===== config.mk =====
export PLATFORM = sky130hd
export DESIGN_NAME = bank_access_check
export DESIGN_NICKNAME = d
export VERILOG_FILES = /design/src/rtl/bac_pkg.sv /design/src/rtl/bac_xlate.sv /design/src/rtl/bac_tos_map.sv /design/src/rtl/bac_guard.sv /design/src/rtl/bank_access_check.sv
export SDC_FILE = /design/constraint.sdc
export NUM_CORES = 1
export LEC_CHECK = 0
export CORE_MARGIN = 2
export CORE_UTILIZATION = 40
export DETAILED_ROUTE_END_ITERATION = 6
export DONT_BUFFER_PORTS = 1
export PLACE_DENSITY = 0.58
export SETUP_SLACK_MARGIN = 0.5
export SLEW_MARGIN = 20
export SYNTH_ARGS = -nofsm -noshare
export SYNTH_HDL_FRONTEND = slang
export SYNTH_SLANG_ARGS = --single-unit

===== constraint.sdc =====
create_clock -name clk -period 4.8 [get_ports clk]
set_input_delay 0.24 -clock clk [delete_from_list [all_inputs] [get_ports clk]]
set_output_delay 0.24 -clock clk [all_outputs]
set_load 0.03 [all_outputs]

===== src/rtl/bac_pkg.sv =====
package bac_pkg;

  localparam int OFS_W = 16;
  typedef logic [OFS_W-1:0] ofs_t;

  typedef enum logic [3:0] {
    AC_ABS          = 4'd0,
    AC_ABS_MAP      = 4'd1,
    AC_FETCH        = 4'd2,
    AC_FETCH_CHK    = 4'd3,
    AC_PROG         = 4'd4,
    AC_PROG_CHK     = 4'd5,
    AC_DATA         = 4'd6,
    AC_DATA_CHK     = 4'd7,
    AC_DATA_MAP     = 4'd8,
    AC_DATA_MAP_CHK = 4'd9,
    AC_STACK        = 4'd10,
    AC_STACK_CHK    = 4'd11,
    AC_DMA          = 4'd12
  } acc_class_e;

  typedef enum logic [1:0] {
    BK_NONE  = 2'd0,
    BK_PROG  = 2'd1,
    BK_DATA  = 2'd2,
    BK_STACK = 2'd3
  } bank_sel_e;

  function automatic bank_sel_e class_bank(acc_class_e c);
    case (c)
      AC_FETCH, AC_FETCH_CHK, AC_PROG, AC_PROG_CHK:        return BK_PROG;
      AC_DATA, AC_DATA_CHK, AC_DATA_MAP, AC_DATA_MAP_CHK:  return BK_DATA;
      AC_STACK, AC_STACK_CHK:                              return BK_STACK;
      default:                                             return BK_NONE;
    endcase
  endfunction

  // classes that may be served from the top-of-stack registers
  function automatic logic class_maps_tos(acc_class_e c);
    return (c == AC_ABS_MAP) || (c == AC_DATA_MAP) || (c == AC_DATA_MAP_CHK) ||
           (c == AC_STACK) || (c == AC_STACK_CHK);
  endfunction

  // checked mapped classes: register hits on write also reach memory
  function automatic logic class_write_through(acc_class_e c);
    return (c == AC_DATA_MAP_CHK) || (c == AC_STACK_CHK);
  endfunction

  function automatic logic class_code_space(acc_class_e c);
    return (c == AC_FETCH) || (c == AC_FETCH_CHK) || (c == AC_PROG) || (c == AC_PROG_CHK);
  endfunction

  function automatic logic in_window(ofs_t lo, ofs_t hi, ofs_t o);
    return (o >= lo) && (o <= hi);
  endfunction

  // top of the register window, 16-bit wrap-around arithmetic
  function automatic ofs_t window_top(ofs_t sm, ofs_t sr_eff);
    return ofs_t'(sm + sr_eff);
  endfunction

endpackage


===== src/rtl/bac_xlate.sv =====
module bac_xlate
  import bac_pkg::*;
#(
  parameter int BANK_W = 4,
  localparam int PA_W  = BANK_W + OFS_W
) (
  input  acc_class_e         cls,
  input  logic [PA_W-1:0]    req_addr,
  input  logic [BANK_W-1:0]  bank_prog,
  input  logic [BANK_W-1:0]  bank_data,
  input  logic [BANK_W-1:0]  bank_stack,
  input  logic [PA_W:0]      mem_limit,
  output logic [PA_W-1:0]    phys,
  output logic [BANK_W-1:0]  eff_bank,
  output ofs_t               eff_ofs,
  output logic               beyond
);

  always_comb begin
    eff_ofs = req_addr[OFS_W-1:0];
    case (class_bank(cls))
      BK_PROG:  eff_bank = bank_prog;
      BK_DATA:  eff_bank = bank_data;
      BK_STACK: eff_bank = bank_stack;
      default:  eff_bank = req_addr[PA_W-1:OFS_W];
    endcase
    phys   = {eff_bank, eff_ofs};
    beyond = ({1'b0, phys} >= mem_limit);
  end

endmodule


===== src/rtl/bac_tos_map.sv =====
module bac_tos_map
  import bac_pkg::*;
#(
  parameter int BANK_W    = 4,
  parameter int TOS_DEPTH = 4,
  localparam int IDX_W    = (TOS_DEPTH > 1) ? $clog2(TOS_DEPTH) : 1,
  localparam int SR_W     = $clog2(TOS_DEPTH + 1)
) (
  input  acc_class_e         cls,
  input  logic [BANK_W-1:0]  eff_bank,
  input  logic [BANK_W-1:0]  bank_stack,
  input  ofs_t               eff_ofs,
  input  ofs_t               sm,
  input  logic [SR_W-1:0]    sr,
  output ofs_t               win_top,
  output logic               tos_hit,
  output logic [IDX_W-1:0]   tos_idx
);

  localparam logic [SR_W-1:0] SR_MAX = SR_W'(TOS_DEPTH);

  logic [SR_W-1:0] sr_eff;

  always_comb begin
    sr_eff  = (sr > SR_MAX) ? SR_MAX : sr;
    win_top = window_top(sm, ofs_t'(sr_eff));
    tos_hit = class_maps_tos(cls) && (eff_bank == bank_stack) &&
              (eff_ofs > sm) && (eff_ofs <= win_top);
    tos_idx = IDX_W'(win_top - eff_ofs);
  end

endmodule


===== src/rtl/bac_guard.sv =====
module bac_guard
  import bac_pkg::*;
(
  input  acc_class_e cls,
  input  ofs_t       ofs,
  input  ofs_t       pb,
  input  ofs_t       pl,
  input  ofs_t       dl,
  input  ofs_t       win_top,
  input  logic       priv,
  output logic       range_ok,
  output logic       code_space
);

  always_comb begin
    code_space = class_code_space(cls);
    case (cls)
      AC_FETCH_CHK:                           range_ok = in_window(pb, pl, ofs);
      AC_PROG_CHK:                            range_ok = in_window(pb, pl, ofs) || priv;
      AC_DATA_CHK, AC_DATA_MAP_CHK,
      AC_STACK_CHK:                           range_ok = in_window(dl, win_top, ofs) || priv;
      default:                                range_ok = 1'b1;
    endcase
  end

endmodule


===== src/rtl/bank_access_check.sv =====
module bank_access_check
  import bac_pkg::*;
#(
  parameter int BANK_W    = 4,
  parameter int DATA_W    = 16,
  parameter int TOS_DEPTH = 4,
  localparam int PA_W     = BANK_W + OFS_W,
  localparam int IDX_W    = (TOS_DEPTH > 1) ? $clog2(TOS_DEPTH) : 1,
  localparam int SR_W     = $clog2(TOS_DEPTH + 1)
) (
  input  logic              clk,
  input  logic              rst_n,
  input  logic              req_valid,
  input  logic [3:0]        req_class,
  input  logic              req_write,
  input  logic              req_from_cpu,
  input  logic [PA_W-1:0]   req_addr,
  input  logic [DATA_W-1:0] req_wdata,
  input  logic [BANK_W-1:0] bank_prog,
  input  logic [BANK_W-1:0] bank_data,
  input  logic [BANK_W-1:0] bank_stack,
  input  logic [15:0]       bnd_pb,
  input  logic [15:0]       bnd_pl,
  input  logic [15:0]       bnd_dl,
  input  logic [15:0]       bnd_sm,
  input  logic [SR_W-1:0]   bnd_sr,
  input  logic              priv,
  input  logic [PA_W:0]     mem_limit,
  output logic              rsp_valid,
  output logic              mem_en,
  output logic              mem_we,
  output logic [PA_W-1:0]   mem_addr,
  output logic              tos_en,
  output logic              tos_we,
  output logic [IDX_W-1:0]  tos_idx,
  output logic [DATA_W-1:0] rsp_wdata,
  output logic              rd_zero,
  output logic              irq_illegal,
  output logic              trap_bounds,
  output logic              irq_addr_par
);

  acc_class_e         cls;
  logic [PA_W-1:0]    phys;
  logic [BANK_W-1:0]  eff_bank;
  ofs_t               eff_ofs;
  ofs_t               win_top;
  logic               beyond;
  logic               tos_hit;
  logic [IDX_W-1:0]   hit_idx;
  logic               range_ok;
  logic               code_space;

  assign cls = acc_class_e'(req_class);

  bac_xlate #(.BANK_W(BANK_W)) xlate_i (
    .cls(cls), .req_addr(req_addr), .bank_prog(bank_prog), .bank_data(bank_data),
    .bank_stack(bank_stack), .mem_limit(mem_limit), .phys(phys),
    .eff_bank(eff_bank), .eff_ofs(eff_ofs), .beyond(beyond)
  );

  bac_tos_map #(.BANK_W(BANK_W), .TOS_DEPTH(TOS_DEPTH)) tos_i (
    .cls(cls), .eff_bank(eff_bank), .bank_stack(bank_stack), .eff_ofs(eff_ofs),
    .sm(bnd_sm), .sr(bnd_sr), .win_top(win_top), .tos_hit(tos_hit), .tos_idx(hit_idx)
  );

  bac_guard guard_i (
    .cls(cls), .ofs(eff_ofs), .pb(bnd_pb), .pl(bnd_pl), .dl(bnd_dl),
    .win_top(win_top), .priv(priv), .range_ok(range_ok), .code_space(code_space)
  );

  // next-state decision, priority: illegal > refused write > register hit > bounds
  logic n_mem_en, n_mem_we, n_tos_en, n_tos_we, n_ill, n_bnd, n_par, n_rz;

  always_comb begin
    n_mem_en = 1'b0; n_mem_we = 1'b0; n_tos_en = 1'b0; n_tos_we = 1'b0;
    n_ill    = 1'b0; n_bnd    = 1'b0; n_par    = 1'b0; n_rz     = 1'b0;
    if (req_valid) begin
      if (beyond) begin
        n_ill = req_from_cpu;
        n_rz  = !req_write;
      end else if (req_write && code_space) begin
        n_par = 1'b1;
      end else if (tos_hit) begin
        n_tos_en = 1'b1;
        n_tos_we = req_write;
        if (req_write && class_write_through(cls)) begin
          if (range_ok) begin
            n_mem_en = 1'b1;
            n_mem_we = 1'b1;
          end else begin
            n_bnd = 1'b1;
          end
        end
      end else if (!range_ok) begin
        n_bnd = 1'b1;
      end else begin
        n_mem_en = 1'b1;
        n_mem_we = req_write;
      end
    end
  end

  always_ff @(posedge clk) begin
    if (!rst_n) begin
      rsp_valid    <= 1'b0;
      mem_en       <= 1'b0;
      mem_we       <= 1'b0;
      mem_addr     <= '0;
      tos_en       <= 1'b0;
      tos_we       <= 1'b0;
      tos_idx      <= '0;
      rsp_wdata    <= '0;
      rd_zero      <= 1'b0;
      irq_illegal  <= 1'b0;
      trap_bounds  <= 1'b0;
      irq_addr_par <= 1'b0;
    end else begin
      rsp_valid    <= req_valid;
      mem_en       <= n_mem_en;
      mem_we       <= n_mem_we;
      mem_addr     <= n_mem_en ? phys : '0;
      tos_en       <= n_tos_en;
      tos_we       <= n_tos_we;
      tos_idx      <= n_tos_en ? hit_idx : '0;
      rsp_wdata    <= req_wdata;
      rd_zero      <= n_rz;
      irq_illegal  <= n_ill;
      trap_bounds  <= n_bnd;
      irq_addr_par <= n_par;
    end
  end

  // ---------------- assertions ----------------
  assert_illegal_quiet_R2: assert property (@(posedge clk) disable iff (!rst_n)
    irq_illegal |-> (!mem_en && !tos_en));

  assert_parity_refuses_R3: assert property (@(posedge clk) disable iff (!rst_n)
    irq_addr_par |-> ($past(req_write) && !mem_en && !tos_en));

  assert_fetch_no_override_R4: assert property (@(posedge clk) disable iff (!rst_n)
    (req_valid && cls == AC_FETCH_CHK && !req_write && !beyond &&
     (eff_ofs < bnd_pb || eff_ofs > bnd_pl)) |=> trap_bounds);

  assert_write_through_R8: assert property (@(posedge clk) disable iff (!rst_n)
    (req_valid && req_write && !beyond && tos_hit && range_ok &&
     (cls == AC_STACK_CHK || cls == AC_DATA_MAP_CHK)) |=> (tos_we && mem_we));

  assert_unmapped_no_tos_R9: assert property (@(posedge clk) disable iff (!rst_n)
    (req_valid && !(cls == AC_ABS_MAP || cls == AC_DATA_MAP || cls == AC_DATA_MAP_CHK ||
                    cls == AC_STACK || cls == AC_STACK_CHK)) |=> !tos_en);

  assert_latency_R10: assert property (@(posedge clk) disable iff (!rst_n)
    req_valid |=> rsp_valid);

  assert_idle_quiet_R10: assert property (@(posedge clk) disable iff (!rst_n)
    !req_valid |=> (!rsp_valid && !mem_en && !tos_en && !irq_illegal && !trap_bounds && !irq_addr_par));

  assert_one_flag_R11: assert property (@(posedge clk) disable iff (!rst_n)
    $countones({irq_illegal, trap_bounds, irq_addr_par}) <= 1);

endmodule


==> qor.csv <==
metric;value;unit
status;complete, no violations;
PostCTS Resize Cnt;0;
Pwr per Cell Area;237;mW/mm2
hold depth;1;
Routed WL;12900;um
library cells used by synthesis;57;
synthesis-stage register bit count;47;
# rows;39;
n_diodes;0;
fin util;43.5;%
Setup Fix Bufs, Post-CTS;0;
layout cells sized above 1;4.29;%
Post-synth EDFFs;0;
post-DP HPWL;10800;um
Die Y;111;um
Clock power frac;33.8;%
vias in the first global route;4056;
port bufs;0;
clk slew on worst S/H paths;0.06;ns
Die Wd;111;um
Logic pwr share;26.8;%
Crit Path Category;input port to register;
FF+latch area;941;um2
largest net degree at the start of global routing;24;
fin crit share;76.2;%
worst vdd ir;0.245;mV
total gr overflow;0;
CTS tree;done;
first-pass GRT wire length;20600;um
cell depth of the worst setup path;15;
Static Leak;0.00243;uW
DRT iter0 DRCs;162;
CP required;4.92;ns
Hold WS;0.0299;ns
Final Hold Fails;0;
Tightest Hold Check Type;input port to register;
nets;811;
Sw Ratio;31.2;%
drt pass-1 iters;4;
Max Cap Viol;0;
Top delay family on crit path;simple AND/OR/NAND/NOR gates;
f_max;0.273;GHz
Slew @ Worst Pin;0.943;ns
Via density;5.63;
RSZ-0062 raised after global routing;no;
Psw;363;uW
Ports;193;
Synth Warn #;0;
Synth Area per Inst;8.20;um2
CTS buffer count;5;
Max Slew Vio Count;0;
Initial Util;40.5;%
fillers;1139;
Syn Inst Count;557;
DR vias;3952;
worst path cell trace;nor2b_1 -> ha_1 -> inv_1 -> fa_1 -> nor2b_1 -> o21bai_1 -> nor4_1 -> xnor2_1 -> ha_1 -> nand4_1 -> or3_1 -> o221ai_1 -> a211oi_1 -> nor2_2 -> nor4b_1;
endpoints failing setup;0;
critical path arrival;3.78;ns
total internal power;799;uW
Place WS;0.857;ns
area of the multi-input gates;0.00322;mm2
GP Congestion;0.876;
Crit Path Max Fanout;22;
Die ar.;0.0123;mm2
critical path launch point type;input port;
Pwr Total;1160;uW
cts-stage hold buffer count;0;
floorplan core area;0.0113;mm2
worst setup margin;1.14;ns
Worst setup EP type;register;
Slew HR;37.1;%
Crit path largest cell delay;0.75;ns
Routed wire per std cell;18.3;um
Tmin final;3.66;ns
CTS root buf;clkbuf_16;
CTS max path bufs;2;
Total GRT Usage;21.1;%
ys flop type;dfxtp_1;
register area share after synthesis;20.6;%
area delta synth->final;7.31;%
WP buf/inv;1;
Cell Area, Synth;0.00457;mm2
Syn Nets;810;
antenna violations before repair;0;
Crit-path slowest cell;nor2_2;
Setup TNS Final;0;ns
CTS H-tree lvls;2;
asr flop ratio synth;0;%
drt drc;0;
Antenna Nets Post-Route;0;
Flop pwr share;39.3;%
CTS Sinks;47;
## power groups by stage
stage	Clock (uW)	Combinational [uW]	Sequential, uW
after CTS	404	314	458
final	393	312	457
after detailed placement	0	312	467
after global placement	0	299	467
after floorplan	0	248	463
after global routing	417	365	458
## Yosys cell counts (all sizes together), types with 2 or more instances
cell    number  area [um2]
o21a         3        22.5
or4          3        26.3
a21boi       2        15.0
nand3       10        50.1
a211oi       2        15.0
a22oi        2        20.0
nand4       16         100
a31oi        2        12.5
ha         106        1330
o21bai       3        22.5
nor4b       20         175
dfxtp       47         941
a221o        2        20.0
a21o         9        67.6
nor2        20        75.1
clkbuf       3        11.3
xnor2       18         158
nor3         9        45.0
a221oi       2        17.5
o221ai       3        32.5
mux2i        4        40.0
or3          3        18.8
nor2b        3        18.8
o211ai       3        22.5
nand2       35         131
buf          6        30.0
mux2         2        22.5
o21ai       20         100
nor4         9        77.6
xor2         3        26.3
and2        21         133
inv         97         364
and3         3        25.0
a21oi       45         225
a211o        3        26.3
nand2b       7        43.8
## area by class of cell
type,instances,area share [%]
clock buffer,5,2.55
clock inverter,3,0.944
inverter,97,7.43
multi-input combinational,404,65.8
sequential,47,19.2
tap,143,3.65
timing repair buffer,3,0.459
## per-stage QoR
| step | std cells | area [um2] |
|---|---|---|
| finish | 702 | 4900 |
| detailed placement | 694 | 4730 |
| global placement | 694 | 4730 |
| CTS | 702 | 4900 |
| global route | 702 | 4900 |
| floorplan | 557 | 4570 |
## placed cells by master (no fill, tap or decap), drive strengths merged, types with 10 or more instances in the layout
cell type,count
o21ai,20
nand2,35
nand4,16
ha,106
a21oi,45
nand3,10
inv,98
nor2,20
nor4b,20
and2,21
dfxtp,47
xnor2,18
## metal layers
layer  GRT usage [%]  vias to the layer above  part of all wire (%)
met4            4.33                        0                   1.2
li1                -                     1957                     -
met1            25.4                     1816                    42
met2            38.2                      164                    49
met3            4.98                       15                   7.2
met5               0                        -                     0
## sequential cells by signal, summed over array words and instances, names as in the netlist
signal        flops
rsp_wdata        16
trap_bounds       1
irq_addr_par      1
tos_idx           2
mem_we            1
mem_addr         20
rd_zero           1
tos_en            1
mem_en            1
rsp_valid         1
tos_we            1
irq_illegal       1
## final timing paths
kind              slack [ns]      start           end
setup / recovery        1.14  bnd_sr[0]  mem_addr[19]
hold / removal          0.03  req_write       rd_zero
## cells by family (layout without fill, tap and decap cells)
family	count (synthesis)	after routing	share of synthesized area (%)
simple gates	162	162	20.7
compound gates	108	108	15.0
fa+ha+maj	107	107	29.5
buf+inv	106	108	8.87
flops	47	47	20.6
xor+xnor	21	21	4.03
mux	6	6	1.37
No activity file was read; power rests on OpenSTA's default activity.
